### src/rtl/real_prot_prefix.sv
module real_prot_prefix #(
  parameter int ADDR_W    = 32,
  parameter int PAGE_BITS = 12,
  parameter int WIN_BYTES = 512,
  parameter int SPAN      = 8192,
  parameter int EXC_W     = 8,
  parameter logic [EXC_W-1:0] EXC_PROT = 8'h04
) (
  input  logic              clk,
  input  logic              rst_n,
  input  logic              req_valid,
  input  logic [ADDR_W-1:0] req_addr,
  input  logic [1:0]        req_kind,
  input  logic              lap_en,
  input  logic [ADDR_W-1:0] prefix_base,
  output logic              rsp_valid,
  output logic [2:0]        rsp_perm,
  output logic              rsp_wr_inval,
  output logic              rsp_fault,
  output logic [EXC_W-1:0]  rsp_exc_code,
  output logic [ADDR_W-1:0] rsp_abs_addr
);
  localparam logic [ADDR_W-1:0] WIN_END0 = ADDR_W'(WIN_BYTES);
  localparam logic [ADDR_W-1:0] WIN_BEG1 = ADDR_W'(1 << PAGE_BITS);
  localparam logic [ADDR_W-1:0] WIN_END1 = ADDR_W'((1 << PAGE_BITS) + WIN_BYTES);
  localparam logic [ADDR_W-1:0] SPAN_A   = ADDR_W'(SPAN);

  function automatic logic low_hit(input logic [ADDR_W-1:0] a);
    return (a < WIN_END0) || ((a >= WIN_BEG1) && (a < WIN_END1));
  endfunction

  logic [ADDR_W-1:0] page_a, pfx_end, abs_n;
  logic              hint_n, fault_n, in_pfx;

  assign page_a  = {req_addr[ADDR_W-1:PAGE_BITS], {PAGE_BITS{1'b0}}};
  assign pfx_end = prefix_base + SPAN_A;
  assign in_pfx  = (page_a >= prefix_base) && (page_a < pfx_end);
  assign hint_n  = lap_en && low_hit(page_a);
  assign fault_n = lap_en && (req_kind == 2'd1) && low_hit(req_addr);
  assign abs_n   = (page_a < SPAN_A) ? page_a + prefix_base :
                   in_pfx            ? page_a - prefix_base : page_a;

  always_ff @(posedge clk) begin
    if (!rst_n) begin
      rsp_valid    <= 1'b0;
      rsp_perm     <= '0;
      rsp_wr_inval <= 1'b0;
      rsp_fault    <= 1'b0;
      rsp_exc_code <= '0;
      rsp_abs_addr <= '0;
    end else begin
      rsp_valid <= req_valid;
      if (req_valid) begin
        rsp_wr_inval <= hint_n;
        rsp_fault    <= fault_n;
        rsp_perm     <= fault_n ? 3'b000 : 3'b111;
        rsp_exc_code <= fault_n ? EXC_PROT : '0;
        rsp_abs_addr <= fault_n ? '0 : abs_n;
      end
    end
  end


  rsp_strobe_chk: assert property (@(posedge clk) disable iff (!rst_n)
    req_valid |=> rsp_valid);

  rsp_quiet_chk: assert property (@(posedge clk) disable iff (!rst_n)
    !req_valid |=> !rsp_valid);

  fault_cause_chk: assert property (@(posedge clk) disable iff (!rst_n)
    (rsp_valid && rsp_fault) |-> ($past(req_kind) == 2'd1 && $past(lap_en)));

  fault_hint_chk: assert property (@(posedge clk) disable iff (!rst_n)
    (rsp_valid && rsp_fault) |-> rsp_wr_inval);

  lap_off_chk: assert property (@(posedge clk) disable iff (!rst_n)
    (rsp_valid && !$past(lap_en)) |-> (!rsp_wr_inval && !rsp_fault));

  page_align_chk: assert property (@(posedge clk) disable iff (!rst_n)
    rsp_valid |-> (rsp_abs_addr[PAGE_BITS-1:0] == '0));

  clean_perm_chk: assert property (@(posedge clk) disable iff (!rst_n)
    (rsp_valid && !rsp_fault) |-> (rsp_perm == 3'b111 && rsp_exc_code == '0));
endmodule

### config.mk
export PLATFORM = sky130hd
export DESIGN_NAME = real_prot_prefix
export DESIGN_NICKNAME = d
export VERILOG_FILES = /design/src/rtl/real_prot_prefix.sv
export SDC_FILE = /design/constraint.sdc
export NUM_CORES = 1
export LEC_CHECK = 0
export ABC_AREA = 0
export BUFFER_PORTS_ARGS = -buffer_cell sky130_fd_sc_hd__buf_2
export CORE_AREA = 5 5 118 120
export CTS_BUF_LIST = sky130_fd_sc_hd__clkbuf_16
export DETAILED_ROUTE_END_ITERATION = 7
export DIE_AREA = 0 0 123 125
export GPL_TIMING_DRIVEN = 1
export SYNTH_ARGS = -nofsm -noshare
export SYNTH_HDL_FRONTEND = slang
export SYNTH_SLANG_ARGS = --single-unit
### constraint.sdc
create_clock -name clk -period 6.25 [get_ports clk]
set_input_delay 0 -clock clk [delete_from_list [all_inputs] [get_ports clk]]
set_output_delay 0 -clock clk [all_outputs]
set_load 0.02 [all_outputs]
==> metrics.txt <==
placed instance area=between 0.005 and 0.006 mm²; Synth Area in Adders=~15%; Worst-path clk slew=~0.060 ns; post-synthesis sequential area ratio=between 10% and 20%; row count=42; run status=completed; Largest delay share family, worst path=compound AO/OA/AOI/OAI gates; clock buffer depth=2; Reg2Reg Depth=5; mux share of post-synthesis cell area=less than 1%; Final Cell Area=0.005685 mm²; Critical Path Start Type=primary input; layout cell share with drive strength beyond 1=about 17%; Core ar.=about 0.013 mm²; global placer's final weighted congestion=between 0.9 and 1; CP max stage cell=a21oi_1; root buf cell=clkbuf_16; drt drc=0; Ports=116; overall power=~1000 µW; Syn. warnings=0; EDFF count, synth=0; Via Count=roughly 5300; Req. time, crit path=~6.5 ns; clock latency on the worst-skew pair=0.28 ns; crit-path cells=buf_2 > inv_1 > nor4_1 > and3_1 > nor2b_1 > nand3_1 > xnor2_1 > ha_1 > nand4_1 > nor4b_1 > a211oi_1 > o211ai_1 > a31oi_2 > a21oi_1 > a2111oi_0 > o21ai_0; Register Area=between 700 and 800 µm²; Max VDD drop=about 0.000083 V; dominant cells by area after synthesis=ha_1 (15%), dfxtp_1 (15%), xnor2_1 (7.1%); remaining global-route overflow=0; diode count=0; die area=0.01538 mm²; max_cap viols=0; Sink Count=36; CTS tree=yes; Post-synth top cells=nand2_1 (66), ha_1 (59), inv_1 (52); largest family of logic cells by synthesized area=compound AO/OA/AOI/OAI gates; cell taking the most area after synthesis=ha_1; area of the multi-input gates=around 0.0039 mm²; hpwl dp=roughly 14000 µm; Compound-Gate Fraction of Synth Area=about 31%; clock share of power=~30%; asr flop ratio synth=0%; Die W=approximately 120 µm; Min-Delay Path Class=in2reg; GRT Total Usage=22.01%; Chip Height=125 µm; Power Density=~170 mW/mm²; initial core utilization=roughly 38%; Arr. time, crit path=around 4.7 ns; Avg Inst Size Synth=approximately 7.4 µm²; Top FF cell, synth=dfxtp_1; Tmin final=between 4 and 5 ns; Via density=5.771; Synth Cell Area=0.004951 mm²; drt initial violations=between 400 and 500; sequential fraction of design power=25.9%; simple-gate share of the synthesized area=between 20% and 30%; Finished Core Util=between 40% and 50%; Fill cells=approximately 1400; most frequent cell after synthesis=nand2_1; cts bufs inserted=5; Pint=approximately 600 µW; number of post-CTS setup repair buffers=0; DR pass1 iterations=5; CP Class=in2reg; Fin. Hold Viols=0; cts-stage hold buffer count=0; Syn Inst Count=670; Final Max Slew Viols=0; Final TNS setup=0 ns; antenna violations before repair=0; largest net degree at the start of global routing=23; vias in the first global route=between 5000 and 6000; Final ANT Viol Nets=0; Worst path depth=16; Slew Limit Headroom=between 20% and 30%; Setup Skew=0 ns; Switch Pwr=just under 400 µW; wire per inst=between 15 and 20 µm; port buffer count=99; Synth top area share=roughly 15%; net count reported at finish=~880; crit end category=register; slew of the pin with the lowest slew margin=1.079 ns; post-cts gate resize count=0; Leakage=around 0.0025 µW; FMAX=223.6 MHz; first-pass GRT wire length=between 20000 and 30000 µm; Synth Area in XOR/XNOR=under 10%; Final Routed Wirelength=17410 µm; RSZ-0062 raised after global routing=false; CP max stage delay=0.89 ns; Seq cells post-synth=36; Setup Viol. Count Final=0; post-synthesis cell type count=75; Worst R2R Setup Slack=about 5.0 ns; CTS H-Tree Depth=2; Crit Path Max Fanout=11; Buf+Inv Stages, Crit Path=2; Comb pwr share=44.5%; Layout area overhead=14.83%; switching part of the total=between 30% and 40%; period utilization=a little over 70%; Hold Path Depth=3
[power by group through the flow]
stage               registers (µW)  logic (µW)  clock network [µW]
finish                         253         434                 289
detailed placement             258         426                   0
global placement               257         422                   0
global route                   255         473                 302
CTS                            253         429                 293
floorplan                      275         276                   0
[final cells by class]
cell class                      count  share of cell area [%]
Multi-Input combinational cell    550                   67.96
Sequential cell                    36                   12.68
Tap cell                          176                   3.873
Clock buffer                        5                   2.201
Clock inverter                      3                  0.7482
Timing Repair Buffer              102                   9.111
Inverter                           52                   3.433
[path summary, 6_finish.rpt]
| path | from | end |
|---|---|---|
| worst max-delay path | prefix_base[15] | rsp_abs_addr[26]$_SDFFE_PN0P_ |
| worst max register to register | rsp_abs_addr[29]$_SDFFE_PN0P_ | rsp_abs_addr[29]$_SDFFE_PN0P_ |
| worst min-delay path | lap_en | rsp_wr_inval$_SDFFE_PN0P_ |
| worst min register to register | rsp_abs_addr[16]$_SDFFE_PN0P_ | rsp_abs_addr[16]$_SDFFE_PN0P_ |
[cell usage in the layout (no fill, tap or decap), drive strengths merged, types with 5 or more instances in the layout]
master and n:
dfxtp 36, o211ai 7, buf 102, nor4 12
xor2 5, inv 52, ha 59, clkbuf 5
or4 6, a21o 11, nor2b 6, nand3 15
o32ai 10, or3 5, nand4 9, conb 7
nand2b 9, o21bai 9, o31ai 9, nor2 41
o221ai 6, a31oi 5, nor3 20, a221oi 5
nand2 66, o21ai 45, xnor2 40, and2 15
a22o 5, a21oi 52, and3 5
[layer usage]
layer / vias to the layer above / wire, µm / track usage (%)
li1: 2596 / - / -
met1: 2526 / 8215 / 31.63
met2: 190 / 7876 / 35.80
met3: 20 / 1040 / 1.400
met4: 0 / 281 / 5.407
met5: - / 0 / 0
[cell families after synthesis]
| logic type | Yosys count |
|---|---|
| buf+inv | 90 |
| simple gates | 219 |
| xor+xnor | 45 |
| other cells | 1 |
| compound gates | 216 |
| flops | 36 |
| mux | 3 |
| fa+ha+maj | 60 |
[worst reg2reg max path: cells and delay by family (launching register included)]
kind             cells  cell delay [ns]
flip-flops           1             0.32
multiplexers         1             0.14
AND/OR/NAND/NOR      4             0.70
[per-stage QoR]
| stage | setup WS (ns) | hold slack, ns | std cells |
|---|---|---|---|
| after global routing | 1.204 | 0.02881 | 924 |
| final | 1.777 | 0.02134 | 924 |
| after floorplan | 3.181 | 0.1217 | 676 |
| after global placement | 1.622 | 0.2980 | 916 |
| after detailed placement | 1.495 | 0.3141 | 916 |
| after CTS | 1.740 | 0.01593 | 924 |
[state kept, by name (all words and copies together), names as in the netlist]
name	count
rsp_abs_addr	32
rsp_exc_code	1
rsp_perm	1
rsp_valid	1
rsp_wr_inval	1
Power figures use the tool's default switching activity.
